**src/rtl/dcs_pkg.sv**
```systemverilog
`timescale 1ns/1ps
package dcs_pkg;
  localparam int unsigned DIG_W  = 3;          // bits per redundant digit
  localparam int unsigned CNT_IN = 2 * DIG_W;  // counter inputs per digit
  localparam int unsigned CNT_W  = 3;          // counter output width

  typedef struct packed {
    logic zc;
    logic zb;
    logic za;
  } dcs_digit_t;
endpackage

```
**src/rtl/dcs_count63.sv**
```systemverilog
`timescale 1ns/1ps
module dcs_count63
  import dcs_pkg::*;
(
  input  logic [CNT_IN-1:0] bits_i,
  output logic [CNT_W-1:0]  cnt_o
);
  always_comb begin
    cnt_o = '0;
    for (int k = 0; k < CNT_IN; k++) cnt_o = cnt_o + CNT_W'(bits_i[k]);
  end
endmodule

```
**src/rtl/dcs_operand_cond.sv**
```systemverilog
`timescale 1ns/1ps
module dcs_operand_cond
  import dcs_pkg::*;
#(
  parameter int unsigned NDIG = 16,
  localparam int unsigned RW  = DIG_W * NDIG
) (
  input  logic [RW-1:0] y_i,
  input  logic          sub_i,
  output logic [RW-1:0] y_o
);
  // one's complement of all three component vectors in subtract mode
  assign y_o = y_i ^ {RW{sub_i}};
endmodule

```
**src/rtl/dcs_digit_array.sv**
```systemverilog
`timescale 1ns/1ps
module dcs_digit_array
  import dcs_pkg::*;
#(
  parameter int unsigned NDIG = 16,
  localparam int unsigned RW  = DIG_W * NDIG
) (
  input  logic [RW-1:0] x_i,
  input  logic [RW-1:0] y_i,
  input  logic          corr_i,
  output logic [RW-1:0] red_o
);
  logic [CNT_W-1:0] cnt [NDIG];
  logic [NDIG-1:0]  za, zb, zc;

  for (genvar i = 0; i < NDIG; i++) begin : g_dig
    dcs_count63 u_cnt (
      .bits_i({x_i[DIG_W*i +: DIG_W], y_i[DIG_W*i +: DIG_W]}),
      .cnt_o (cnt[i])
    );

    assign za[i] = cnt[i][0];

    if (i == 0) begin : g_b0
      assign zb[i] = corr_i;        // correction weight 1
    end else begin : g_bn
      assign zb[i] = cnt[i-1][1];
    end

    if (i == 0) begin : g_c0
      assign zc[i] = 1'b0;
    end else if (i == 1) begin : g_c1
      assign zc[i] = corr_i;        // correction weight 2
    end else begin : g_cn
      assign zc[i] = cnt[i-2][2];
    end

    dcs_digit_t dig;
    assign dig = '{zc: zc[i], zb: zb[i], za: za[i]};
    assign red_o[DIG_W*i +: DIG_W] = dig;
  end

  // bits shifted past the top digit wrap away
  logic unused_top;
  assign unused_top = ^{cnt[NDIG-1][2:1], cnt[NDIG-2][2]};
endmodule

```
**src/rtl/dcs_to_bin.sv**
```systemverilog
`timescale 1ns/1ps
module dcs_to_bin
  import dcs_pkg::*;
#(
  parameter int unsigned NDIG = 16,
  localparam int unsigned RW  = DIG_W * NDIG
) (
  input  logic [RW-1:0]   red_i,
  output logic [NDIG-1:0] bin_o
);
  logic [NDIG-1:0] va, vb, vc;

  for (genvar i = 0; i < NDIG; i++) begin : g_split
    dcs_digit_t dig;
    assign dig   = red_i[DIG_W*i +: DIG_W];
    assign va[i] = dig.za;
    assign vb[i] = dig.zb;
    assign vc[i] = dig.zc;
  end

  // ordinary carry-propagate sum, wraps modulo 2^NDIG
  assign bin_o = va + vb + vc;
endmodule

```
**src/rtl/dcs_addsub.sv**
```systemverilog
`timescale 1ns/1ps
module dcs_addsub
  import dcs_pkg::*;
#(
  parameter int unsigned NDIG = 16,
  localparam int unsigned RW  = DIG_W * NDIG
) (
  input  logic            clk_i,
  input  logic            rst_ni,
  input  logic [RW-1:0]   x_i,
  input  logic [RW-1:0]   y_i,
  input  logic            sub_i,
  output logic [RW-1:0]   sum_o,
  output logic [NDIG-1:0] bin_o
);
  logic [RW-1:0] y_cond, sum_d, sum_q;

  dcs_operand_cond #(.NDIG(NDIG)) u_cond (
    .y_i  (y_i),
    .sub_i(sub_i),
    .y_o  (y_cond)
  );

  dcs_digit_array #(.NDIG(NDIG)) u_array (
    .x_i   (x_i),
    .y_i   (y_cond),
    .corr_i(sub_i),
    .red_o (sum_d)
  );

  always_ff @(posedge clk_i or negedge rst_ni) begin
    if (!rst_ni) sum_q <= '0;
    else         sum_q <= sum_d;
  end

  dcs_to_bin #(.NDIG(NDIG)) u_bin (
    .red_i(sum_q),
    .bin_o(bin_o)
  );

  assign sum_o = sum_q;

  // digit-by-digit value, independent of the vector split used above
  function automatic logic [NDIG-1:0] red_val(input logic [RW-1:0] v);
    logic [NDIG-1:0] acc;
    acc = '0;
    for (int i = 0; i < NDIG; i++)
      acc = acc + ((NDIG'(v[DIG_W*i]) + NDIG'(v[DIG_W*i+1]) + NDIG'(v[DIG_W*i+2])) << i);
    return acc;
  endfunction

  logic [NDIG-1:0] x_val, y_val, q_val;
  assign x_val = red_val(x_i);
  assign y_val = red_val(y_i);
  assign q_val = red_val(sum_q);

  always @(posedge clk_i)
    if (!rst_ni) AST_RESET_ZERO: assert (sum_q == '0 && bin_o == '0);

  AST_ADD_VALUE: assert property (@(posedge clk_i) disable iff (!rst_ni)
    !sub_i |=> q_val == NDIG'($past(x_val) + $past(y_val)));

  AST_SUB_VALUE: assert property (@(posedge clk_i) disable iff (!rst_ni)
    sub_i |=> q_val == NDIG'($past(x_val) - $past(y_val)));

  AST_CORR_SLOTS: assert property (@(posedge clk_i) disable iff (!rst_ni)
    1'b1 |=> (sum_q[1] == $past(sub_i)) && (sum_q[5] == $past(sub_i)));

  AST_BIN_MATCH: assert property (@(posedge clk_i) disable iff (!rst_ni)
    bin_o == q_val);
endmodule

```
**config.mk**
```make
export PLATFORM = sky130hd
export DESIGN_NAME = dcs_addsub
export DESIGN_NICKNAME = d
export VERILOG_FILES = /design/src/rtl/dcs_pkg.sv /design/src/rtl/dcs_count63.sv /design/src/rtl/dcs_operand_cond.sv /design/src/rtl/dcs_digit_array.sv /design/src/rtl/dcs_to_bin.sv /design/src/rtl/dcs_addsub.sv
export SDC_FILE = /design/constraint.sdc
export NUM_CORES = 1
export LEC_CHECK = 0
export BUFFER_PORTS_ARGS = -buffer_cell sky130_fd_sc_hd__buf_2
export CORE_ASPECT_RATIO = 1.25
export CORE_MARGIN = 10
export CORE_UTILIZATION = 45
export CTS_CLUSTER_SIZE = 14
export DETAILED_ROUTE_END_ITERATION = 6
export GPL_ROUTABILITY_DRIVEN = 0
export PLACE_DENSITY = 0.8
export SLEW_MARGIN = 0
export SYNTH_ARGS = -nofsm -noshare
export SYNTH_HDL_FRONTEND = slang
export SYNTH_HIERARCHICAL = 1
export SYNTH_SLANG_ARGS = --single-unit
```
**constraint.sdc**
```tcl
create_clock -name clk_i -period 3.18 [get_ports clk_i]
set_input_delay 0.318 -clock clk_i [delete_from_list [all_inputs] [get_ports clk_i]]
set_output_delay 0.318 -clock clk_i [all_outputs]
set_load 0.01 [all_outputs]
```
==> flow_metrics.tcl, run 1 <==
set metrics [dict create \
    status "complete, but fails checks" \
    violations "negative setup slack" \
    n_antenna_cell 0 \
    hold_violations 0 \
    cts_tree "yes" \
    slew_headroom 0.298 \
    finalWorstSetupSlack_ns -0.0330 \
    drt-wirelength-per-cell_um 15.1 \
    maxCapViolCount 0 \
    cp.depth 8 \
    cp_slowest_cell "fa_1" \
    synth_area_per_cell_um2 10.5 \
    period_minus_slack_ns 3.21 \
    core_area_mm2 0.00956 \
    cp.arrival_ns 2.90 \
    powerDensity_mw_per_mm2 1320 \
    ios 163 \
    drive_gt1_frac 0.333 \
    worstSetupEndpointType "output pin" \
    die_h_um 130 \
    hp-class "input port to async pin" \
    ir_drop_v 0.000740 \
    viasPerCell 4.60 \
    cts_root_buf "clkbuf_16" \
    grt-ovfl-total 0 \
    firstDrtPassIters 4 \
    synthCells 417 \
    drv_slew 0 \
    clk_pin_slew_ns 0.06 \
    antenna_found_initial 0 \
    total_leakage_power_nw 3.18 \
    grt_pass1_wl_um 17500 \
    num_vias 3271 \
    row_count 40 \
    synth.cell_area_mm2 0.00439 \
    largest_reg_flops 48 \
    critical_path.n_buffers_inverters 1 \
    min_period_over_period 1.01 \
    rsz0062_at_grt "true" \
    cts_buffers 5 \
    setup_viol 1 \
    drc 0 \
    grt_pass1_vias 3812 \
    yosys_warnings 6 \
    cp_slowest_stage_delay_ns 0.58 \
    crit_end "bin_o[14]" \
    grt_usage 0.154 \
    critPathRequiredTime_ns 2.86 \
    syn-num-nets 609 \
    criticalPathCategory "register to output pin" \
    worstPathCellList "fa_1 > ha_4 > a21o_1 > a221oi_2 > o21ai_1 > or4b_1 > o311ai_1 > buf_2" \
    crit_path_start "sum_o[29]" \
    hpwl_um 9200 \
    path_max_fanout 5 \
    die_w_um 108 \
    clockBufferDepth 2 \
    initial_core_util 0.459 \
    grt_max_degree 49 \
    drt-initial-drc-count 144 \
    pre_cts_ws_ns 0.0116 \
    nets 776 \
    final_antenna_net_count 0 \
    die-area_mm2 0.0141 \
    start_kind "register" \
    htreeDepth 2 \
    syn_to_final_growth_pct 27.4 \
    critPathTopFamily "adder cells" \
    wirelength_um 10800 \
    clkSinkCount 48 \
    fin_util 0.585 \
    portBuffers 162 \
    tightest_slew_ns 1.05 \
    max_freq_mhz 311 \
    cts_hold_buffers 0 \
]
## cell usage in the layout, fill, tap and decap left out, drive strengths merged
cell / count
or2b: 1
o311ai: 1
nand2b: 2
o2111ai: 1
nor3: 3
nor4b: 1
buf: 169
and4b: 1
a221oi: 2
xor2: 53
a21oi: 14
and3: 2
ha: 30
conb: 1
a31oi: 1
xnor2: 9
or4b: 1
o221ai: 1
nand3: 4
clkbuf: 7
a21boi: 1
o211ai: 1
a21o: 2
a41oi: 1
inv: 142
dfrtp: 48
o22ai: 1
nor2: 3
fa: 63
o21ai: 7
clkinvlp: 1
mux2: 1
nand2: 10
## per-layer routing
metal | track usage | part of all wire
met1 | 0.149 | 0.33
met2 | 0.301 | 0.57
met3 | 0.0500 | 0.085
met4 | 0.0443 | 0.018
met5 | 0 | 0
## timing repair
action,4_1_cts,5_1_grt
endpoints found under the setup margin,5,6
setup buffers,2,3
cloned,0,0
resized for setup,16,6
pin swaps,10,10
## worst min-delay path by stage
stage / startpoint / to / slack, ns
after floorplan: rst_ni / sum_o[0] / 0.02
after global placement: rst_ni / sum_o[0] / 0.55
after detailed placement: rst_ni / sum_o[2] / 0.57
after CTS: rst_ni / sum_o[2] / 0.27
after global routing: rst_ni / sum_o[42] / 0.32
final: rst_ni / sum_o[2] / 0.21
## where the power goes
| part | switching (mW) | internal, mW |
|---|---|---|
| clock | 0.215 | 0.313 |
| combinational | 3.29 | 2.54 |
| sequential | 0.195 | 0.854 |
## per-stage QoR
step           cells  area, um2  total power [mW]  hold WS [ns]  setup TNS (ns)
6_report         711       5590              7.40         0.209         -0.0330
5_1_grt          711       5590              8.09         0.318          -0.254
4_1_cts          708       5550              7.23         0.269         -0.0151
3_5_place_dp     698       5290              6.22         0.571               0
3_3_place_gp     698       5290              6.04         0.545               0
2_1_floorplan    417       4390              4.30        0.0224               0
## layout make-up
type | instances | area [um2]
Clock buffer | 7 | 143
Fill cell | 818 | 3970
Multi-Input combinational cell | 218 | 2660
Inverter | 142 | 533
Sequential cell | 48 | 1200
Clock inverter | 1 | 7.51
Timing Repair Buffer | 169 | 888
Tap cell | 126 | 158
No activity file was read; power rests on OpenSTA's default activity.
==> run 2, diff against run 1 <==
- PLACE_DENSITY: 0.8 -> not set
- PLACE_DENSITY_LB_ADDON: not set -> 0.12
==> flow_metrics.tcl, run 2 (synthesis gave the netlist of run 1 again) <==
set metrics [dict create \
    status "finished, final reports clean" \
    final_antenna_net_count 0 \
    drt-wirelength-per-cell_um 13.5 \
    largest_reg_flops 48 \
    setup_viol 0 \
    n_antenna_cell 0 \
    cts_buffers 5 \
    period_minus_slack_ns 3.17 \
    viasPerCell 4.37 \
    critPathRequiredTime_ns 2.86 \
    hp-class "input port to async pin" \
    grt_usage 0.138 \
    initial_core_util 0.459 \
    num_vias 3117 \
    n_fill_cell 861 \
    die-area_mm2 0.0141 \
    total_leakage_power_nw 3.20 \
    firstDrtPassIters 4 \
    hold_violations 0 \
    fin_util 0.587 \
    syn_to_final_growth_pct 28.0 \
    powerDensity_mw_per_mm2 1310 \
    maxCapViolCount 0 \
    cp.arrival_ns 2.85 \
    die_w_um 108 \
    clkSinkCount 48 \
    criticalPathCategory "register to output pin" \
    drc 0 \
    grt_pass1_wl_um 15800 \
    worstSetupEndpointType "output pin" \
    grt-ovfl-total 0 \
    wirelength_um 9630 \
    clockBufferDepth 2 \
    crit_end "bin_o[14]" \
    min_period_over_period 0.997 \
    rsz0062_at_grt "true" \
    drive_gt1_frac 0.346 \
    tightest_slew_ns 1.03 \
    drv_slew 0 \
    ir_drop_v 0.000701 \
    htreeDepth 2 \
    layout_common_cells "162 x buf_2, 141 x inv_1, 62 x fa_1, 53 x xor2_1, 48 x dfrtp_1" \
    clk_pin_slew_ns 0.06 \
    setup_tns_ns 0 \
    row_count 40 \
    cts_tree "yes" \
    final_common_cell "buf_2" \
    ios 163 \
    core_area_mm2 0.00956 \
    path_max_fanout 3 \
    cts_root_buf "clkbuf_16" \
    antenna_found_initial 0 \
    start_kind "register" \
    nets 778 \
    cts_hold_buffers 0 \
    drt-initial-drc-count 78 \
    hpwl_um 8410 \
    crit_path_start "sum_o[29]" \
    portBuffers 162 \
    max_freq_mhz 315 \
    grt_max_degree 51 \
    grt_pass1_vias 3587 \
    slew_headroom 0.310 \
    die_h_um 130 \
]
-- run 2: cell count changes in the layout (fill, tap and decap cells not counted), moves of 2 or more --
cell      change
buf_4         +3
ha_1          +3
a21oi_1       -2
clkinv_2      +2
ha_4          -2
o21ai_2       +2
-- run 2: report_power, final --
| part | internal [mW] | switching [mW] |
|---|---|---|
| Clock | 0.310 | 0.218 |
| Combinational | 2.55 | 3.24 |
| Sequential | 0.854 | 0.189 |
| Total | 3.71 | 3.65 |
-- run 2: cell type report --
cell class | count | area [um2] | share of cell area
clock buffers | 6 | 139 | 0.0247
clock inverters | 2 | 10.0 | 0.00178
inverters | 142 | 533 | 0.0950
multi-input cells | 218 | 2680 | 0.478
flip-flops and latches | 48 | 1200 | 0.214
well taps | 126 | 158 | 0.0281
repair buffers | 171 | 891 | 0.159
-- run 2: worst max-delay path: stages (launching register included) --
cell and delay (ns):
dfrtp_1 0.40, fa_1 0.58, ha_4 0.21, a21o_1 0.18, a221oi_2 0.28, o21ai_1 0.12
or4b_1 0.50, o311ai_2 0.11, buf_2 0.19
-- run 2: per-stage QoR --
step / instance area [um2] / hold WS, ns / power [mW] / std cells / worst slack (ns)
global placement: 5300 / 0.554 / 6.19 / 701 / 0.0248
detailed placement: 5300 / 0.567 / 6.25 / 701 / 0.00353
floorplan: 4390 / 0.0224 / 4.30 / 417 / 0.307
finish: 5610 / 0.205 / 7.37 / 713 / 0.0102
global route: 5610 / 0.316 / 8.14 / 713 / -0.144
CTS: 5550 / 0.260 / 7.25 / 711 / -0.0521
-- run 2: worst min-delay path by stage --
stage | start | endpoint | slack [ns] | cells after the start
after floorplan | rst_ni | sum_o[0] | 0.02 | 0
after global placement | rst_ni | sum_o[0] | 0.55 | 1
after detailed placement | rst_ni | sum_o[1] | 0.57 | 1
after CTS | rst_ni | sum_o[47] | 0.26 | 1
after global routing | rst_ni | sum_o[0] | 0.32 | 1
final | rst_ni | sum_o[0] | 0.21 | 1
-- run 2: timing repair --
action	CTS	global route
resized for setup	15	11
pin swaps	8	10
setup endpoints to repair	6	7
buffers inserted	2	2
hold endpoints to repair	0	0
-- run 2: per-layer routing --
layer / wire, um / global-route usage / share of wire / vias up
li1: - / - / - / 1534
met1: 3330 / 0.140 / 0.35 / 1484
met2: 5360 / 0.262 / 0.56 / 91
met3: 842 / 0.0495 / 0.087 / 8
met4: 97 / 0.0334 / 0.010 / 0
met5: 0 / 0 / 0 / -
